<file path="config.mk">
export PLATFORM = sky130hd
export DESIGN_NAME = synth_cfg_port
export DESIGN_NICKNAME = d
export VERILOG_FILES = /design/src/rtl/cfg_pkg.sv /design/src/rtl/cfg_edge.sv /design/src/rtl/cfg_shift.sv /design/src/rtl/cfg_regs.sv /design/src/rtl/cfg_test_mux.sv /design/src/rtl/synth_cfg_port.sv
export SDC_FILE = /design/constraint.sdc
export NUM_CORES = 1
export LEC_CHECK = 0
export BUFFER_PORTS_ARGS = -buffer_cell sky130_fd_sc_hd__buf_2
export CAP_MARGIN = 20
export CORE_MARGIN = 2
export CORE_UTILIZATION = 47
export DETAILED_ROUTE_END_ITERATION = 10
export GPL_TIMING_DRIVEN = 0
export PLACE_DENSITY_LB_ADDON = 0.15
export SLEW_MARGIN = 20
export SYNTH_ARGS = -nofsm -noshare
export SYNTH_HDL_FRONTEND = slang
export SYNTH_SLANG_ARGS = --single-unit
</file>
<file path="constraint.sdc">
create_clock -name clk -period 1.5 [get_ports clk]
set_input_delay 0.075 -clock clk [delete_from_list [all_inputs] [get_ports clk]]
set_output_delay 0.075 -clock clk [all_outputs]
set_load 0.03 [all_outputs]
</file>
<file path="src/rtl/cfg_pkg.sv">
package cfg_pkg;
  // Test code values; the order is part of the observable behaviour.
  typedef enum logic [1:0] {
    TSEL_LOW   = 2'd0,
    TSEL_SDAT  = 2'd1,
    TSEL_FBDIV = 2'd2,
    TSEL_SYNTH = 2'd3
  } tsel_e;

  localparam int T_W    = 2;
  localparam int GAP_W  = 1;

  function automatic int frame_width(input int m_w, input int n_w);
    return T_W + GAP_W + n_w + m_w;
  endfunction
endpackage

</file>
<file path="src/rtl/cfg_edge.sv">
module cfg_edge #(
  parameter int W = 3
) (
  input  logic         clk,
  input  logic         rst_n,
  input  logic [W-1:0] d,
  output logic [W-1:0] q,
  output logic [W-1:0] rise
);
  for (genvar i = 0; i < W; i++) begin : g_bit
    always_ff @(posedge clk or negedge rst_n) begin
      if (!rst_n) q[i] <= 1'b0;
      else        q[i] <= d[i];
    end
    assign rise[i] = d[i] & ~q[i];
  end
endmodule

</file>
<file path="src/rtl/cfg_shift.sv">
module cfg_shift #(
  parameter int FW = 14
) (
  input  logic          clk,
  input  logic          rst_n,
  input  logic          shift_en,
  input  logic          din,
  output logic [FW-1:0] q,
  output logic [FW-1:0] nxt
);
  assign nxt = {q[FW-2:0], din};

  always_ff @(posedge clk or negedge rst_n) begin
    if (!rst_n)        q <= '0;
    else if (shift_en) q <= nxt;
  end
endmodule

</file>
<file path="src/rtl/cfg_regs.sv">
module cfg_regs #(
  parameter int M_W = 9,
  parameter int N_W = 2
) (
  input  logic                 clk,
  input  logic                 rst_n,
  input  logic                 load_pins,
  input  logic [M_W-1:0]       m_pin,
  input  logic [N_W-1:0]       n_pin,
  input  logic                 load_word,
  input  logic [M_W-1:0]       m_w,
  input  logic [N_W-1:0]       n_w,
  input  logic [cfg_pkg::T_W-1:0] t_w,
  output logic [M_W-1:0]       m_q,
  output logic [N_W-1:0]       n_q,
  output logic [cfg_pkg::T_W-1:0] t_q
);
  always_ff @(posedge clk or negedge rst_n) begin
    if (!rst_n) begin
      m_q <= '0;
      n_q <= '0;
      t_q <= '0;
    end else if (load_pins) begin
      m_q <= m_pin;
      n_q <= n_pin;
    end else if (load_word) begin
      m_q <= m_w;
      n_q <= n_w;
      t_q <= t_w;
    end
  end
endmodule

</file>
<file path="src/rtl/cfg_test_mux.sv">
module cfg_test_mux (
  input  logic                      en,
  input  logic [cfg_pkg::T_W-1:0]   code,
  input  logic                      sdat,
  input  logic                      fb,
  input  logic                      synth,
  output logic                      y
);
  import cfg_pkg::*;
  always_comb begin
    y = 1'b0;
    if (en) begin
      unique case (tsel_e'(code))
        TSEL_LOW:   y = 1'b0;
        TSEL_SDAT:  y = sdat;
        TSEL_FBDIV: y = fb;
        TSEL_SYNTH: y = synth;
        default:    y = 1'b0;
      endcase
    end
  end

  // p_par_low_r8: selector output is quiet while the parallel path is open
  always_comb begin
    if (!en) p_par_low_r8: assert (y == 1'b0);
  end
endmodule

</file>
<file path="src/rtl/synth_cfg_port.sv">
module synth_cfg_port #(
  parameter int M_W  = 9,
  parameter int N_W  = 2,
  parameter int M_LO = 25,
  parameter int M_HI = 31
) (
  input  logic           clk,
  input  logic           rst_n,
  input  logic           mr,
  input  logic           par_latch,
  input  logic [M_W-1:0] m_pin,
  input  logic [N_W-1:0] n_pin,
  input  logic           ser_clk,
  input  logic           ser_dat,
  input  logic           ser_ld,
  input  logic           fb_div_in,
  input  logic           synth_in,
  output logic [M_W-1:0] m_div,
  output logic [N_W-1:0] n_sel,
  output logic [1:0]     t_sel,
  output logic           m_valid,
  output logic           test_out,
  output logic           div_clr
);
  import cfg_pkg::*;
  localparam int FW    = frame_width(M_W, N_W);
  localparam int N_LSB = M_W;
  localparam int T_LSB = FW - T_W;

  logic [2:0] ctl_d, ctl_q, ctl_rise;
  assign ctl_d = {ser_ld, ser_clk, par_latch};

  cfg_edge #(.W(3)) i_edge (
    .clk(clk), .rst_n(rst_n), .d(ctl_d), .q(ctl_q), .rise(ctl_rise)
  );

  logic par_q, sclk_rise, ld_rise, ser_en;
  assign par_q     = ctl_q[0];
  assign sclk_rise = ctl_rise[1];
  assign ld_rise   = ctl_rise[2];
  assign ser_en    = par_latch & par_q;

  logic          shift_en, load_live, load_snap, load_pins;
  logic [FW-1:0] chain_q, chain_nxt, word;
  assign shift_en  = ser_en & sclk_rise;
  assign load_live = shift_en & ser_ld;
  assign load_snap = ser_en & ld_rise & ~sclk_rise;
  assign load_pins = ~ser_en;
  assign word      = load_live ? chain_nxt : chain_q;

  cfg_shift #(.FW(FW)) i_shift (
    .clk(clk), .rst_n(rst_n), .shift_en(shift_en), .din(ser_dat),
    .q(chain_q), .nxt(chain_nxt)
  );

  cfg_regs #(.M_W(M_W), .N_W(N_W)) i_regs (
    .clk(clk), .rst_n(rst_n),
    .load_pins(load_pins), .m_pin(m_pin), .n_pin(n_pin),
    .load_word(load_live | load_snap),
    .m_w(word[M_W-1:0]), .n_w(word[N_LSB +: N_W]), .t_w(word[T_LSB +: T_W]),
    .m_q(m_div), .n_q(n_sel), .t_q(t_sel)
  );

  cfg_test_mux i_tmux (
    .en(par_latch), .code(t_sel), .sdat(ser_dat), .fb(fb_div_in),
    .synth(synth_in), .y(test_out)
  );

  assign m_valid = (m_div >= M_W'(M_LO)) && (m_div <= M_W'(M_HI));

  always_ff @(posedge clk or negedge rst_n) begin
    if (!rst_n) div_clr <= 1'b0;
    else        div_clr <= mr;
  end

  // p_pass_r1: open parallel path copies the pins one cycle later
  p_pass_r1: assert property (@(posedge clk) disable iff (!rst_n)
    !par_latch |=> (m_div == $past(m_pin)) && (n_sel == $past(n_pin)));

  // p_hold_r2: held parallel state with no serial event keeps M and N
  p_hold_r2: assert property (@(posedge clk) disable iff (!rst_n)
    (par_latch && par_q && !ld_rise && !(ser_ld && sclk_rise)) |=> $stable(m_div) && $stable(n_sel));

  // p_shift_quiet_r3: plain shifting leaves the test code alone
  p_shift_quiet_r3: assert property (@(posedge clk) disable iff (!rst_n)
    (ser_en && sclk_rise && !ser_ld) |=> $stable(t_sel));

  // p_snap_r5: load edge transfers the chain's test field
  p_snap_r5: assert property (@(posedge clk) disable iff (!rst_n)
    (ser_en && ld_rise && !sclk_rise) |=> t_sel == $past(chain_q[T_LSB +: T_W]));

  // p_live_r6: held load line makes the new bit the M lsb at once
  p_live_r6: assert property (@(posedge clk) disable iff (!rst_n)
    (ser_en && ser_ld && sclk_rise) |=> m_div[0] == $past(ser_dat));

  // p_mr_r9: divider clear follows master reset by one clock
  p_mr_r9: assert property (@(posedge clk) disable iff (!rst_n)
    mr |=> div_clr);
endmodule

</file>
==> qor.csv <==
stage,metric,value,unit
sta,finalHoldViolCount,0,
drt,vias,1165,
hold_path,hp-class,in -> reg,
sta,rsz0062_at_grt,true,
layout,drive_above_1_share,0.452,
clocking,h-tree-depth,2,
yosys,ys_seq_elements,31,
worst_setup_path,path_cells,"or4b_4, nor4b_4, buf_6",
drt,via_per_inst,5.07,
clocking,clk_latency,330,ps
placed_design,hpwl,2200,um
power,p_leak,0.000956,uW
sta,slew_headroom,0.548,
layout,n_antenna_cell,0,
drt,drt_first_pass_iters,4,
worst_setup_path,crit_path_start,i_regs.m_q[7],
worst_setup_path,endpoint_kind,output port,
worst_setup_path,crit_buf_inv,1,
power,intPower,1400,uW
sta,max_slew.worst_pin.slew,678,ps
global_route,grt.total_usage,0.202,
placed_design,pre_cts_slack,-116,ps
worst_setup_path,critPathSlowestCell,or4b_4,
worst_setup_path,arrival,1680,ps
run_status,violations,setup timing,
power,cellPowerDensity,1020,nW/um^2
global_route,grtUsageMet3,0.0714,
yosys,ys_types,23,
clocking,clockRootBuffer,clkbuf_4,
floorplan,io-pin-count,36,
hold_path,hp-start,m_pin[8],
sta,layout_min_cycle_time,1760,ps
global_route,globalRouteOverflowTotal,0,
job,drv_cap,0,
drt,drt-total-wl,3070,um
power,finalPower,1970,uW
worst_setup_path,critPathMaxStageDelay,550,ps
floorplan,coreArea,3030,sq um
floorplan,die_x,60.1,um
yosys,yosys.area.top_type_share,0.524,
layout,nets,205,
placed_design,port_buffers,35,
yosys,synth_edf_count,0,
power,ir_drop,498,uV
drt,drt_iter0_drc,37,
clocking,cts.path.max_buffers,2,
placed_design,place_congestion,0.764,
yosys,synth.area.top_cells,"dfrtp_1, mux2_2, nor2_1",
global_route,grt_pass1_vias,1189,
yosys,synthArstFlopShare,1.00,
floorplan,dieHeight,60.1,um
clocking,cts_buffers,5,
floorplan,die_area,3610,sq um
worst_setup_path,cp_max_fo,2,
yosys,ys.flop_type,dfrtp_1,
global_route,busiest_layer,met2,
worst_setup_path,worstPathRequired,1420,ps
yosys,ys_seq_area_frac,0.524,
drt,postRouteAntennaNets,0,
power,p_seq_frac,0.509,
sta,finalSetupViolCount,1,
yosys,synthTopCellsByCount,"dfrtp_1, nor2_1, mux2_2",
yosys,syn_inst,134,
sta,period_share,1.17,
yosys,synth_area_leader_cell,dfrtp_1,
power,combPwrFrac,0.212,
drt,wl_per_cell,13.3,um
sta,timing.fmax,0.569,GHz
yosys,syn_avg_cell_area,11.0,sq um
sta,finalClockSkew,8.86,ps
sta,final_max_slew_viol_count,0,
global_route,antenna_found_initial,0,
floorplan,initial_core_util,0.489,
global_route,grt_pass1_wl,5260,um
yosys,synth_area,1480,sq um
yosys,yosys_warnings,0,
layout,area_delta_synth_final,30.8,%
floorplan,row_count,20,
clocking,path_clk_slew,90,ps
clocking,cts.sinks,31,
layout,num-fill-cells,269,
global_route,grt_max_degree,32,
power,clockPowerShare,0.279,
global_route,grt_use_met2,0.342,
sta,setup_ws,-258,ps
power,p_switching,569,uW
worst_setup_path,worstSetupPathType,reg -> out,
global_route,gr-usage-met1,0.238,
worst_setup_path,startpoint_type,flip-flop,
yosys,synth.most_common_cell,dfrtp_1,
worst_setup_path,r2r_start,i_edge.q[1],
run_status,status,finished with violations,
clocking,cts_tree,done,
worst_setup_path,cp_top_family,simple AND/OR/NAND/NOR gates,
drt,drcViolationCount,0,
yosys,synth.net_count,154,
power,p_sw_frac,0.289,
==> final timing paths <==
check	cells past startpoint	slack [ps]	endpoint
setup / recovery	3	-260	m_valid
hold / removal	4	80	i_regs.m_q[8]
setup reg to reg	4	60	i_regs.m_q[2]
hold reg to reg	1	470	i_regs.n_q[1]
max in group asynchronous	2	720	i_regs.m_q[6]
min in group asynchronous	2	310	i_regs.m_q[7]
==> per-stage QoR <==
stage / cells / utilization / hold slack, ps / area, sq um / TNS [ps]
after floorplan: 134 / - / -221 / 1500 / -41.1
after global placement: 213 / 0.572 / 144 / 1730 / -498
after detailed placement: 213 / 0.572 / 157 / 1730 / -706
after CTS: 231 / 0.630 / 15.3 / 1910 / -291
after global routing: 230 / 0.639 / 78.9 / 1940 / -432
final: 230 / 0.639 / 75.4 / 1940 / -258
==> layer usage <==
metal  wire length [um]  part of all wire  vias up
met2               1500              0.49       30
met1               1330              0.43      547
met5                  0                 0        -
li1                   -                 -      581
met3                180             0.059        7
met4                 50             0.016        0
==> cell usage in the layout (no fill, tap or decap), types with 2 or more instances in the layout <==
master,count
o21ai_0,9
a21oi_1,3
clkbuf_4,7
clkbuf_2,2
buf_4,5
dfrtp_2,2
dlygate4sd3_1,6
buf_2,33
o21ai_1,2
clkbuf_8,2
dfrtp_1,29
a22o_1,7
and2_1,2
mux2_4,4
a211oi_1,3
nor3_1,7
nor2_1,25
buf_6,5
nand2_1,4
mux2_2,18
==> registers in the layout, indices dropped and copies added (netlist names) <==
signal      flops
div_clr         1
i_edge.q        3
i_regs.m_q      9
i_regs.n_q      2
i_regs.t_q      2
i_shift.q      14
==> cells by family after synthesis <==
logic type,share of synthesized area
flip-flops,0.524
buffers and inverters,0.0397
multiplexers,0.167
AND/OR/NAND/NOR,0.154
AO/OA/AOI/OAI,0.115
==> power groups by stage <==
stage	Sequential, uW	Clock [uW]	Combinational (uW)
3_5_place_dp	1020	0	378
3_3_place_gp	1010	0	369
4_1_cts	1000	568	408
2_1_floorplan	1080	0	184
6_report	1000	550	417
5_1_grt	1020	606	454
==> cell type report <==
class                      instances  area, sq um  area share
clock buffer                       8         68.8      0.0356
sequential                        31          778       0.402
tap                               44         55.1      0.0284
multi-input combinational         94          689       0.356
timing repair buffer              47          300       0.155
buffer                             6         43.8      0.0226
==> repair_timing <==
| item | 4_1_cts | 5_1_grt |
|---|---|---|
| hold endpoints to repair | 35 | 1 |
| hold buffers | 5 | 1 |
| setup buffers | 6 | 0 |
| pin swaps | 3 | 2 |
| resized for setup | 7 | 19 |
| endpoints found under the setup margin | 19 | 22 |
==> worst reg2reg max path, cell delays in order (launching register included) <==
cell and delay (ps):
dfrtp_1 360, and3b_2 260, nor3_4 250, buf_6 180, mux2_4 310
No activity file was read; power rests on OpenSTA's default activity.
